--- src/rtl/irq_latch_pkg.sv ---
package irq_latch_pkg;
  typedef struct packed {
    logic ackStb;
    logic trigWr;
  } latchStrobes_t;
endpackage

--- src/rtl/irq_latch_ctrl.sv ---
module irq_latch_ctrl
  import irq_latch_pkg::*;
#(
  parameter int LINES = 8,
  localparam int IDX_W = (LINES > 1) ? $clog2(LINES) : 1
) (
  input  logic             ackValid,
  input  logic [IDX_W-1:0] ackIdx,
  input  logic             trigWrEn,
  output logic [LINES-1:0] ackSel,
  output latchStrobes_t    strb
);
  always_comb begin
    ackSel = '0;
    for (int i = 0; i < LINES; i++) begin
      if (ackValid && (ackIdx == IDX_W'(i))) ackSel[i] = 1'b1;
    end
    strb.ackStb = ackValid;
    strb.trigWr = trigWrEn;
  end

  always_comb begin
    assert ($onehot0(ackSel)) else $error("AST_ACK_ONEHOT");
  end
endmodule

--- src/rtl/irq_latch_dp.sv ---
module irq_latch_dp
  import irq_latch_pkg::*;
#(
  parameter int LINES = 8,
  parameter logic [LINES-1:0] WR_MASK = 8'hF8
) (
  input  logic             clk,
  input  logic             rst_n,
  input  logic [LINES-1:0] lineIn,
  input  logic [LINES-1:0] maskIn,
  input  logic [LINES-1:0] ackSel,
  input  latchStrobes_t    strb,
  input  logic [LINES-1:0] trigWrData,
  output logic [LINES-1:0] reqReg,
  output logic [LINES-1:0] trigMode,
  output logic [LINES-1:0] newRaise,
  output logic [LINES-1:0] maskedHit
);
  logic [LINES-1:0] prevLvl;
  logic [LINES-1:0] setEvt;
  logic [LINES-1:0] reqNext;

  for (genvar n = 0; n < LINES; n++) begin : g_line
    always_comb begin
      if (trigMode[n]) begin
        setEvt[n]  = lineIn[n];
        reqNext[n] = lineIn[n];
      end else begin
        setEvt[n]  = lineIn[n] & ~prevLvl[n];
        reqNext[n] = setEvt[n] | (reqReg[n] & ~(strb.ackStb & ackSel[n]));
      end
    end

    AST_LEVEL_FOLLOWS: assert property (@(posedge clk) disable iff (!rst_n)
      trigMode[n] |=> reqReg[n] == $past(lineIn[n])) else $error("AST_LEVEL_FOLLOWS");
    AST_EDGE_SETS: assert property (@(posedge clk) disable iff (!rst_n)
      (!trigMode[n] && lineIn[n] && !prevLvl[n]) |=> reqReg[n]) else $error("AST_EDGE_SETS");
    AST_EDGE_HOLDS: assert property (@(posedge clk) disable iff (!rst_n)
      (!trigMode[n] && reqReg[n] && !ackSel[n]) |=> reqReg[n]) else $error("AST_EDGE_HOLDS");
    AST_LEVEL_ACK_IGNORED: assert property (@(posedge clk) disable iff (!rst_n)
      (trigMode[n] && ackSel[n] && lineIn[n]) |=> reqReg[n]) else $error("AST_LEVEL_ACK_IGNORED");
  end

  always_ff @(posedge clk) begin
    if (!rst_n) begin
      reqReg    <= '0;
      prevLvl   <= '0;
      trigMode  <= '0;
      newRaise  <= '0;
      maskedHit <= '0;
    end else begin
      reqReg    <= reqNext;
      prevLvl   <= lineIn;
      newRaise  <= setEvt & ~reqReg & ~maskIn;
      maskedHit <= setEvt & maskIn;
      if (strb.trigWr) trigMode <= trigWrData & WR_MASK;
    end
  end

  AST_TRIG_WRITE: assert property (@(posedge clk) disable iff (!rst_n)
    strb.trigWr |=> trigMode == ($past(trigWrData) & WR_MASK)) else $error("AST_TRIG_WRITE");
  AST_TRIG_HOLD: assert property (@(posedge clk) disable iff (!rst_n)
    !strb.trigWr |=> $stable(trigMode)) else $error("AST_TRIG_HOLD");
  AST_FLAGS_EXCL: assert property (@(posedge clk) disable iff (!rst_n)
    (newRaise & maskedHit) == '0) else $error("AST_FLAGS_EXCL");
  AST_PREV_TRACKS: assert property (@(posedge clk) disable iff (!rst_n)
    1'b1 |=> prevLvl == $past(lineIn)) else $error("AST_PREV_TRACKS");
endmodule

--- src/rtl/irq_req_latch.sv ---
module irq_req_latch
  import irq_latch_pkg::*;
#(
  parameter int LINES = 8,
  parameter logic [LINES-1:0] WR_MASK = 8'hF8,
  localparam int IDX_W = (LINES > 1) ? $clog2(LINES) : 1
) (
  input  logic             clk,
  input  logic             rst_n,
  input  logic [LINES-1:0] lineIn,
  input  logic [LINES-1:0] maskIn,
  input  logic             ackValid,
  input  logic [IDX_W-1:0] ackIdx,
  input  logic             trigWrEn,
  input  logic [LINES-1:0] trigWrData,
  output logic [LINES-1:0] reqReg,
  output logic [LINES-1:0] trigMode,
  output logic [LINES-1:0] newRaise,
  output logic [LINES-1:0] maskedHit
);
  logic [LINES-1:0] ackSel;
  latchStrobes_t    strb;

  irq_latch_ctrl #(.LINES(LINES)) ctrl_i (
    .ackValid (ackValid),
    .ackIdx   (ackIdx),
    .trigWrEn (trigWrEn),
    .ackSel   (ackSel),
    .strb     (strb)
  );

  irq_latch_dp #(.LINES(LINES), .WR_MASK(WR_MASK)) dp_i (
    .clk        (clk),
    .rst_n      (rst_n),
    .lineIn     (lineIn),
    .maskIn     (maskIn),
    .ackSel     (ackSel),
    .strb       (strb),
    .trigWrData (trigWrData),
    .reqReg     (reqReg),
    .trigMode   (trigMode),
    .newRaise   (newRaise),
    .maskedHit  (maskedHit)
  );
endmodule

--- config.mk ---
export PLATFORM = sky130hd
export DESIGN_NAME = irq_req_latch
export DESIGN_NICKNAME = d
export VERILOG_FILES = /design/src/rtl/irq_latch_pkg.sv /design/src/rtl/irq_latch_ctrl.sv /design/src/rtl/irq_latch_dp.sv /design/src/rtl/irq_req_latch.sv
export SDC_FILE = /design/constraint.sdc
export NUM_CORES = 1
export LEC_CHECK = 0
export BUFFER_PORTS_ARGS = -buffer_cell sky130_fd_sc_hd__buf_4
export CAP_MARGIN = 30
export CELL_PAD_IN_SITES_DETAIL_PLACEMENT = 1
export CELL_PAD_IN_SITES_GLOBAL_PLACEMENT = 1
export CORE_ASPECT_RATIO = 2
export CORE_UTILIZATION = 33
export DETAILED_ROUTE_END_ITERATION = 7
export PLACE_DENSITY = 0.79
export REMOVE_ABC_BUFFERS = 1
export SYNTH_ARGS = -nofsm -noshare
export SYNTH_HDL_FRONTEND = slang
export SYNTH_HIERARCHICAL = 1
export SYNTH_SLANG_ARGS = --single-unit
--- constraint.sdc ---
create_clock -name clk -period 1.02 [get_ports clk]
set_input_delay 0.204 -clock clk [delete_from_list [all_inputs] [get_ports clk]]
set_output_delay 0.204 -clock clk [all_outputs]
set_load 0.03 [all_outputs]
After elaboration in Yosys (flattened, before gate mapping)

Index checks and enable logic that the tools add are counted.

Register bits: 37
Bits of input ports: 31
Output and inout bits: 32
Word-level logic and storage cells: 92

Eq/ne operators: 7
Multiplexer cells: 18
Bitwise gates (word level): 53
Reductions and logical operators: 9

Operator list:

| cell                                                             | number |
|---|---|
| 1-bit AND                                                        | 24 |
| 8-bit AND                                                        | 3 |
| 1-bit two-way mux                                                | 18 |
| 1-bit NOT                                                        | 16 |
| 8-bit NOT                                                        | 2 |
| 3-bit == test (second input constant)                            | 4 |
| 1-bit logical AND                                                | 8 |
| 1-bit OR                                                         | 8 |
| 3-bit by 2-bit == test with 1-bit output (second input constant) | 2 |
| 3-bit by 1-bit == test with 1-bit output (second input constant) | 1 |
| 3-bit zero test                                                  | 1 |

Longest topological paths before layout

Gate-level depths: netlist of run 1.

Depth in word-level cells: 8
Mapped depth: 5
Depth with buffers taken out: 4

Modules after synthesis

The synthesis of run 1 kept the hierarchy.

Modules (own cells, without submodules):

| module         | instances | cells each | area an instance (um2) | sequential area each (um2) |
|---|---|---|---|---|
| irq_latch_dp   | 1         | 124        | 1273.7                 | 740.7 |
| irq_latch_ctrl | 1         | 10         | 111.4                  | 0.0 |

Worst setup path before layout of run 1

OpenSTA, ideal clock, no wires.

Path type: register -> register
From: register dp_i.trigMode[3]
To: register dp_i.reqReg[3]
Library setup time: 0.118 ns
Arrival time: 0.797 ns
Required time: 0.902 ns
Slack: 0.105 ns
Cell stages (with the launch flop): 4
Buffers on the path: 0
Period minus slack after synthesis: 0.915 ns
Path through: dfxtp_1 > nand2b_1 > a32oi_1 > nor2b_1

Word-level cells in the longest chain between the ends: 1

RTL lines:

| item                     | RTL line           | source |
|---|---|---|
| start: declaration       | irq_latch_dp.sv:15 | `output logic [LINES-1:0] trigMode,` |
| start signal: assignment | irq_latch_dp.sv:56 | `if (strb.trigWr) trigMode <= trigWrData & WR_MASK;` |
| 1-bit two-way mux        | irq_latch_dp.sv:25 | `if (trigMode[n]) begin` |
| end signal: assignment   | irq_latch_dp.sv:52 | `reqReg <= reqNext;` |
| end: declaration         | irq_latch_dp.sv:14 | `output logic [LINES-1:0] reqReg,` |

No other way between the ends.
A chain may end at the register's enable or synchronous reset.

Worst setup path in the final report of run 1

From: register dp_i.trigMode[7]
To: output port trigMode[7]

RTL lines:

| item             | RTL line            | source |
|---|---|---|
| end: declaration | irq_req_latch.sv:17 | `output logic [LINES-1:0] trigMode,` |

No word-level cell between the ends.

==> results of run 1 <==
==> cell type report <==
class                      count  share of cell area
sequential                    37               0.382
multi-input combinational     85               0.288
timing repair buffer          58               0.244
tap                           52              0.0327
clock buffer                   7              0.0435
inverter                       5             0.00945
==> cell families after synthesis <==
kind of cell | after synthesis | share of synthesized area
other | 1 | 0.00271
AND/OR/NAND/NOR | 69 | 0.327
flip-flops | 37 | 0.535
multiplexers | 5 | 0.0361
buffers and inverters | 14 | 0.0569
AO/OA/AOI/OAI | 8 | 0.0425
==> state kept, by name, summed over array words and instances, names as in the netlist <==
register / count
dp_i/trigMode: 5
dp_i/maskedHit: 8
dp_i/newRaise: 8
dp_i/prevLvl: 8
dp_i/reqReg: 8
==> power breakdown <==
group | switching [mW] | internal, mW | leakage, nW
Combinational | 0.274 | 0.247 | 0.544
Sequential | 0.0534 | 1.53 | 0.309
Clock | 0.467 | 0.535 | 0.0443
Total | 0.795 | 2.31 | 0.898
==> timing repair <==
| item | in CTS | in global routing |
|---|---|---|
| endpoints found under the hold margin | 0 | 0 |
| gates resized for setup | 20 | 7 |
| setup endpoints to repair | 13 | 7 |
| pin swaps | 0 | 0 |
==> stage by stage <==
stage / cells / worst slack (ns) / util / hold slack, ns
after global placement: 237 / -0.0180 / 0.453 / 0.372
after floorplan: 127 / 0.105 / - / 0.273
final: 244 / 0.0236 / 0.491 / 0.0829
after detailed placement: 237 / -0.0512 / 0.453 / 0.379
after CTS: 244 / 0.000168 / 0.486 / 0.0757
after global routing: 244 / 0.00474 / 0.491 / 0.0755
==> routing by layer <==
metal	up-vias	wire length, µm	track usage
met3	5	134	0.0309
met4	0	78	0.0833
met1	530	1090	0.150
li1	559	-	-
met2	36	1970	0.302
met5	-	0	0
==> final timing paths <==
path | startpoint | endpoint
worst max-delay path | dp_i/trigMode[7]$_SDFFE_PN0P_ | trigMode[7]
worst min-delay path | maskIn[4] | dp_i/newRaise[4]$_SDFF_PN0_
worst max register to register | dp_i/trigMode[7]$_SDFFE_PN0P_ | dp_i/reqReg[7]$_SDFF_PN0_
worst min register to register | dp_i/reqReg[7]$_SDFF_PN0_ | dp_i/newRaise[7]$_SDFF_PN0_
==> cell usage in the layout (no fill, tap or decap) <==
master | Yosys | routed
dfxtp_2 | 0 | 12
clkbuf_8 | 0 | 6
a21oi_1 | 3 | 3
nor2b_1 | 16 | 16
conb_1 | 1 | 3
buf_4 | 6 | 45
buf_6 | 0 | 13
nor4b_2 | 1 | 1
nand2_1 | 16 | 16
and4bb_2 | 3 | 3
dfxtp_1 | 37 | 24
inv_1 | 5 | 5
nand2b_1 | 5 | 5
and3_1 | 8 | 8
nor3_1 | 3 | 3
clkbuf_1 | 0 | 1
nor3_2 | 5 | 5
and4b_2 | 3 | 3
and4_2 | 1 | 1
and2_1 | 8 | 8
mux2i_1 | 5 | 5
dfxtp_4 | 0 | 1
a32oi_1 | 5 | 5
==> worst reg2reg max path, cell delays in order (launching register included) <==
cell	delay, ns
dfxtp_2	0.35
nand2b_1	0.18
a32oi_1	0.17
nor2b_1	0.06
==> impl_results.md, run 1 <==
- Detail Route Antenna Nets: 0
- Total track usage: 0.163
- Cell Area, Synth: 0.00139 mm²
- Setup CP Type: flop to output pin
- HPWL after DPL: 2.58 mm
- Levels on crit path: 1
- Routability cong.: 0.633
- Final antenna diode count: 0
- Cell depth of the worst hold path: 2
- Row cnt: 33
- Width of the die: 47.8 µm
- CP Launch Type: flop
- Status: completed
- Clock Tree Root: clkbuf_8
- Overflow after GRT: 0
- Delay-heaviest family, CP: flip-flops
- Maximum vdd drop: 1.38 mV
- Worst reg-to-reg setup slack: 0.15 ns
- MaxCap Viol Count: 0
- EDFF count, synth: 0
- CTS max path bufs: 2
- CTS Buf Count: 5
- #FFs+latches synth: 37
- Setup Buffers After CTS: 0
- CTS tree: built
- Area contributors post-synth: dfxtp_1 53%, nor2b_1 7.2%, nand2_1 4.3%
- Routed vias: 1,130
- CP Buf/Inv Count: 1
- Die Area: 0.00448 mm²
- CTS Hold Bufs: 0
- Synth cell types: 20
- Asr flop ratio synth: 0
- Crit path time final: 0.996 ns
- Cell type with the largest total area after synthesis: dfxtp_1
- Pin count of the biggest net entering global routing: 28
- Initial core utilization: 0.342
- Post-synthesis sequential area ratio: 0.535
- Global-route wire length before repair: 5.13 mm
- Final Cycle Share: 0.977
- RSZ-0062 raised after global routing: false
- Layout net count: 223
- Finished layout cell area: 0.00199 mm²
- Cell Pwr Density: 1560 mW/mm²
- Clock latency on the worst-skew pair: 0.28 ns
- Overall power: 3.11 mW
- Routed len/inst: 13.4 µm
- Core area: 0.00405 mm²
- Synth-to-layout area growth: 43.5%
- Post-Syn Area per Cell: 10.3 µm²
- Vias in the first global route: 1,174
- Clock Skew: 0.00163 ns
- I/O pin total: 63
- Detailed Route WL: 3.28 mm
- Antenna violations before repair: 0
- Fmax: 1000 MHz
- Layout cells sized above 1: 0.469
- H-tree levels: 2
- Die Height: 93.6 µm
- Pre-antenna DRT Iters: 4
- Hold Crit Class: input port to flop
- Setup violators final: 0
- Top-count cell post-synth: dfxtp_1
- Kind of end point of the critical path: output pin
- Number of fill cells: 502
- Cells after synthesis: 134
- DR vias/cell: 4.63
- Post-synth top area share: 0.535
- Synth cell count leaders: 37 x dfxtp_1, 16 x nand2_1, 16 x nor2b_1, 8 x and2_1, 8 x and3_1
- Slew Limit Fails: 0
- Synthesis warning total: 6
- TNS Setup: 0 ns
- Worst-path clk slew: 0.07 ns
- DR iter-0 viols: 5
- Ys flop type: dfxtp_1
- Worst-path fanout max: 4
- CP required: 0.82 ns
- CTS sink count: 37
- Max incr delay on CP: 0.37 ns
- Register Area: 759 µm²
- Number of port buffers: 56
- Placed instance area: 0.00183 mm²
- Critical path data arrival time: 0.79 ns
- Area of the multi-input gates: 573 µm²
- Final Hold Fails: 0
- CP max stage cell: dfxtp_2
- Residual DRC: 0
- Leak pwr: 0.898 nW
- Worst Reg-to-Reg Cells: 3
- CP cell instances: buf_6
Power figures use the tool's default switching activity.
==> run 2: changes to the inputs <==
- CORE_ASPECT_RATIO: 2 -> 1.1
- CORE_MARGIN: default -> 2
==> run 2 against run 1 <==
  * Critical path depth unchanged
  * Via count increased by 0.18%
  * Highest routed layer unchanged
  * Non-clock buffer count increased by 1
  * Clock power about the same
  * Routed wire length increased by 6.3%
  * Sequential cell count unchanged
  * Design area increased by 0.50%
  * Global-route usage decreased by 0.40 points
  * Final cell count increased by 0.41%
  * Combinational power increased by 2%
  * Worst setup slack improved by 0.010 ns
  * Total power increased by 0.22%
==> impl_results.md, run 2 (synthesized netlist as in run 1, its figures left out) <==
- Critical path data arrival time: 0.78 ns (about the same)
- Global-route wire length before repair: 5.51 mm (+7.3%)
- CP Buf/Inv Count: 1 (unchanged)
- Net switching power figure: 0.800 mW (+0.70%)
- Vias in the first global route: 1,224 (+4.3%)
- DR iter-0 viols: 37 (+32)
- Routability cong.: 0.625 (-1.3%)
- Total track usage: 0.159 (-0.00397)
- RSZ-0062 raised after global routing: true
- CTS sink count: 37 (unchanged)
- Cell depth of the worst hold path: 2 (unchanged)
- Clock Tree Root: clkbuf_8
- Fin util: 0.500 (+0.00897)
- Die Area: 0.00473 mm² (+5.7%)
- Pin count of the biggest net entering global routing: 23 (-18%)
- Detailed Route WL: 3.48 mm (+6.3%)
- Synth-to-layout area growth: 44.2%
- Layout cells sized above 1: 0.472 (+0.00275)
- Routed len/inst: 14.2 µm (+5.9%)
- CTS Hold Bufs: 0 (unchanged)
- Switching part of the total: 0.257 (+0.00123)
- Core area: 0.00399 mm² (-1.3%)
- Status: completed
- Worst-path fanout max: 3 (-1)
- Clock Skew: 0.00195 ns (+0.000320 ns)
- Die Height: 71.9 µm (-23%)
- Antenna violations before repair: 0 (unchanged)
- Final Cycle Share: 0.967 (-0.00993)
- Overflow after GRT: 0 (unchanged)
- Seq pwr share: 0.508 (-0.002)
- CP Launch Type: flop
- Final antenna diode count: 0 (unchanged)
- Leak pwr: 0.903 nW (+0.57%)
- Pre-antenna DRT Iters: 2 (-2)
- Setup violators final: 0 (unchanged)
- Row cnt: 24 (-27%)
- Finished layout cell area: 0.00200 mm² (+0.50%)
- Clock share of power: 0.322 (about the same)
- Worst Reg-to-Reg Cells: 3 (unchanged)
- MaxCap Viol Count: 0 (unchanged)
- CP required: 0.82 ns (about the same)
- Worst Hold Margin: 0.0832 ns (+0.000290 ns)
- CP max stage cell: dfxtp_2
- Maximum vdd drop: 0.791 mV (-43%)
- CTS tree: built
- Max incr delay on CP: 0.36 ns (about the same)
- Non-Filler Instances: 245 (+0.41%)
- DR vias/cell: 4.62 (-0.23%)
- Kind of end point of the critical path: output pin
- Width of the die: 65.8 µm (+38%)
- CTS Buf Count: 5 (unchanged)
- Final Hold Fails: 0 (unchanged)
- H-tree levels: 2 (unchanged)
- Clock latency on the worst-skew pair: 0.28 ns (about the same)
- Placed instance area: 0.00184 mm² (+0.41%)
- Crit path time final: 0.986 ns (-0.0101 ns)
- Setup Buffers After CTS: 0 (unchanged)
- Most frequent cells in the layout: 46 x buf_4, 24 x dfxtp_1, 16 x nor2b_1, 16 x nand2_1, 13 x buf_6
- Setup CP Type: flop to output pin
- CTS max path bufs: 2 (unchanged)
- Fmax: 1010 MHz (+1.0%)
- Number of fill cells: 441 (-12%)
- Delay-heaviest family, CP: flip-flops
- Levels on crit path: 1 (unchanged)
- Cell Pwr Density: 1560 mW/mm² (-0.29%)
- Initial core utilization: 0.347 (+0.00450)
- Number of port buffers: 56 (unchanged)
- HPWL after DPL: 2.67 mm (+3.4%)
- Slew Limit Fails: 0 (unchanged)
- Cell internal pwr: 2.31 mW (about the same)
- Detail Route Antenna Nets: 0 (unchanged)
- Most common library cell in the layout ignoring fill and taps: buf_4
- I/O pin total: 63 (unchanged)
- Hold Crit Class: input port to flop
- CP cell instances: buf_6
- Worst-path clk slew: 0.07 ns (about the same)
- Layout net count: 224 (+0.45%)
- Routed vias: 1,132 (+0.18%)
- Residual DRC: 0 (unchanged)
- Comb pwr share: 0.170 (+0.002)
- Placed Cells: 238 (+0.42%)
[run 2: per-stage QoR]
stage,power (mW),setup WS [ns],TNS [ns]
floorplan,1.85,0.105,0
global placement,2.08,-0.0165,-0.0198
detailed placement,2.11,-0.0488,-0.122
CTS,3.17,0.00385,0
global route,3.28,-0.0116,-0.0212
finish,3.11,0.0337,0
[run 2: layer usage]
layer  part of all wire  GRT usage
met5                  0          0
met4              0.013     0.0625
met1               0.37      0.155
met2               0.56      0.295
met3              0.063     0.0620
[run 2: path summary, 6_finish.rpt]
| path | start | endpoint | slack [ns] |
|---|---|---|---|
| hold reg to reg | dp_i/reqReg[6]$_SDFF_PN0_ | dp_i/newRaise[6]$_SDFF_PN0_ | 0.44 |
| hold / removal | maskIn[6] | dp_i/newRaise[6]$_SDFF_PN0_ | 0.08 |
| setup / recovery | dp_i/reqReg[5]$_SDFF_PN0_ | reqReg[5] | 0.03 |
| setup reg to reg | dp_i/trigMode[4]$_SDFFE_PN0P_ | dp_i/reqReg[4]$_SDFF_PN0_ | 0.14 |
[run 2: layout make-up]
class | instances | area, µm² | area share
clock buffer | 7 | 86.3 | 0.0432
inverter | 5 | 18.8 | 0.00940
multi-input combinational | 85 | 573 | 0.287
sequential | 37 | 762 | 0.382
tap | 52 | 65.1 | 0.0326
timing repair buffer | 59 | 492 | 0.246
[run 2: power by group through the flow]
stage | Combinational (mW) | Clock [mW] | Sequential (mW)
after global placement | 0.487 | 0 | 1.60
after global routing | 0.568 | 1.13 | 1.59
after floorplan | 0.139 | 0 | 1.71
after detailed placement | 0.511 | 0 | 1.60
final | 0.529 | 1.00 | 1.58
after CTS | 0.533 | 1.05 | 1.58
[run 2: timing repair]
action	4_1_cts	5_1_grt
endpoints found under the hold margin	0	0
setup endpoints to repair	13	5
gates resized for setup	25	3
==> run 3: changes to the inputs <==
- CELL_PAD_IN_SITES_DETAIL_PLACEMENT: 1 -> 0
- PLACE_DENSITY: 0.79 -> 0.76
==> run 3 against run 2 <==
  * Clock skew grew 0.0025 ns
  * Clock-buffer cell count did not move
  * First-iteration DRC count shrank 70%
  * Worst hold slack got worse by 0.0021 ns
  * Sequential share of layout area is 0.084 points lower
  * Combinational power down 3%
  * Non-clock buffer count unchanged
  * Final cell count unchanged
  * Worst setup slack worse by 0.0082 ns
  * Core utilization decreased by 0.22 points
  * Critical path depth unchanged
  * Design area decreased by 0.44%
  * Highest routed layer unchanged
==> impl_results.md, run 3 (synthesized netlist as in run 1, its figures left out) <==
- Status: completed
- Initial core utilization: 0.347 (unchanged)
- DR vias/cell: 4.50 (-2.6%)
- Width of the die: 65.8 µm (unchanged)
- Most common library cell in the layout ignoring fill and taps: buf_4
- Clock latency on the worst-skew pair: 0.28 ns (about the same)
- Setup CP Type: flop to output pin
- Maximum vdd drop: 0.835 mV (+5.6%)
- Pre-antenna DRT Iters: 4 (+2)
- Worst Reg-to-Reg Cells: 3 (unchanged)
- Worst-path clk slew: 0.07 ns (about the same)
- MaxCap Viol Count: 0 (unchanged)
- Core area: 0.00399 mm² (unchanged)
- Antenna violations before repair: 0 (unchanged)
- Crit. Startpoint: dp_i/reqReg[5]$_SDFF_PN0_
- Row cnt: 24 (unchanged)
- Delay-heaviest family, CP: flip-flops
- CP required: 0.82 ns (about the same)
- Kind of end point of the critical path: output pin
- Cell depth of the worst hold path: 2 (unchanged)
- Vias in the first global route: 1,063 (-13%)
- Layout net count: 224 (unchanged)
- RSZ-0062 raised after global routing: false
- CTS max path bufs: 2 (unchanged)
- Cell internal pwr: 2.31 mW (about the same)
- Clock Skew: 0.00442 ns (+0.00247 ns)
- Crit path time final: 0.994 ns (+0.00817 ns)
- Final antenna diode count: 0 (unchanged)
- Final WS setup: 0.0255 ns (-0.00817 ns)
- Number of port buffers: 56 (unchanged)
- Switching part of the total: 0.251 (-0.00627)
- Worst-path fanout max: 3 (unchanged)
- Area of the multi-input gates: 573 µm² (unchanged)
- Final Cycle Share: 0.975 (+0.00801)
- Global-route wire length before repair: 4.60 mm (-16%)
- Clock share of power: 0.321 (about the same)
- CP cell instances: buf_4
- CTS Buf Count: 5 (unchanged)
- HPWL after DPL: 2.22 mm (-17%)
- Routed vias: 1,103 (-2.6%)
- Hold Crit Class: input port to flop
- Detailed Route WL: 2.92 mm (-16%)
- Routability cong.: 0.665 (+6.4%)
- Net switching power figure: 0.774 mW (-3.3%)
- Residual DRC: 0 (unchanged)
- Leak pwr: 0.901 nW (-0.18%)
- Crit Reg-Reg Startpoint: dp_i/trigMode[4]$_SDFFE_PN0P_
- DR iter-0 viols: 11 (-70%)
- Die Height: 71.9 µm (unchanged)
- Fin util: 0.498 (-0.00219)
- Setup Buffers After CTS: 0 (unchanged)
- Routed len/inst: 11.9 µm (-16%)
- CTS tree: built
- Total track usage: 0.129 (-0.0301)
- Setup violators final: 0 (unchanged)
- Synth-to-layout area growth: 43.5%
- Cell Pwr Density: 1550 mW/mm² (-0.42%)
- CP Buf/Inv Count: 1 (unchanged)
- CTS Hold Bufs: 0 (unchanged)
- I/O pin total: 63 (unchanged)
- Overflow after GRT: 0 (unchanged)
- Pin count of the biggest net entering global routing: 28 (+22%)
- Number of fill cells: 390 (-12%)
- Comb pwr share: 0.166 (-0.004)
- Max incr delay on CP: 0.35 ns (about the same)
- CP max stage cell: dfxtp_2
- Fmax: 1010 MHz (-0.82%)
- Die Area: 0.00473 mm² (unchanged)
- Hold Crit Start: maskIn[0]
- Seq pwr share: 0.513 (+0.005)
- Detail Route Antenna Nets: 0 (unchanged)
- Clock Tree Root: clkbuf_8
- Worst reg-to-reg setup slack: 0.17 ns (+0.03 ns)
- Layout cells sized above 1: 0.472 (unchanged)
- Dpl ws: -0.0587 ns (-0.00993 ns)
- H-tree levels: 2 (unchanged)
- Critical path data arrival time: 0.79 ns (about the same)
- Slew Limit Fails: 0 (unchanged)
- Most frequent cells in the layout: 47 x buf_4, 24 x dfxtp_1, 16 x nor2b_1, 16 x nand2_1, 13 x dfxtp_2
- RR Endpoint: dp_i/reqReg[4]$_SDFF_PN0_
- CP Launch Type: flop
- WHS Endpoint: dp_i/newRaise[0]$_SDFF_PN0_
- CTS sink count: 37 (unchanged)
- Worst Hold Margin: 0.0811 ns (-0.00206 ns)
- Register Area: 757 µm² (-0.66%)
- Final Hold Fails: 0 (unchanged)
[run 3: worst max path at each step]
| stage | to | cells past startpoint |
|---|---|---|
| after global placement | dp_i/reqReg[4]$_SDFF_PN0_ | 5 |
| after global routing | reqReg[5] | 1 |
| after floorplan | dp_i/reqReg[3]$_SDFF_PN0_ | 3 |
| after detailed placement | dp_i/reqReg[4]$_SDFF_PN0_ | 5 |
| after CTS | reqReg[1] | 1 |
| final | reqReg[5] | 1 |
[run 3: final cells by class]
class | count | share of cell area
Clock buffer | 7 | 0.0434
Inverter | 5 | 0.00944
Multi-Input combinational cell | 85 | 0.288
Sequential cell | 37 | 0.381
Tap cell | 52 | 0.0327
Timing Repair Buffer | 59 | 0.245
[run 3: per-layer routing]
| metal | vias to the layer above | global-route usage | share of wire |
|---|---|---|---|
| li1 | 561 | - | - |
| met1 | 496 | 0.139 | 0.41 |
| met2 | 41 | 0.223 | 0.51 |
| met3 | 5 | 0.0388 | 0.069 |
| met4 | 0 | 0.0694 | 0.016 |
| met5 | - | 0 | 0 |
[run 3: power by group through the flow]
| stage | combinational, mW | sequential, mW | clock, mW |
|---|---|---|---|
| after floorplan | 0.139 | 1.71 | 0 |
| after global placement | 0.487 | 1.60 | 0 |
| after detailed placement | 0.498 | 1.60 | 0 |
| after CTS | 0.514 | 1.58 | 1.03 |
| after global routing | 0.553 | 1.59 | 1.10 |
| final | 0.514 | 1.58 | 0.990 |
[run 3: per-stage QoR]
| stage | setup TNS, ns | cell area [µm²] | power [mW] | cells |
|---|---|---|---|---|
| 4_1_cts | 0 | 1970 | 3.13 | 245 |
| 3_3_place_gp | -0.0236 | 1840 | 2.08 | 238 |
| 3_5_place_dp | -0.0909 | 1840 | 2.10 | 238 |
| 6_report | 0 | 1990 | 3.09 | 245 |
| 5_1_grt | 0 | 1990 | 3.24 | 245 |
| 2_1_floorplan | 0 | 1330 | 1.85 | 127 |
[run 3: what timing repair did]
item,4_1_cts,5_1_grt
gates resized for setup,20,5
setup endpoints to repair,12,4
endpoints found under the hold margin,0,0
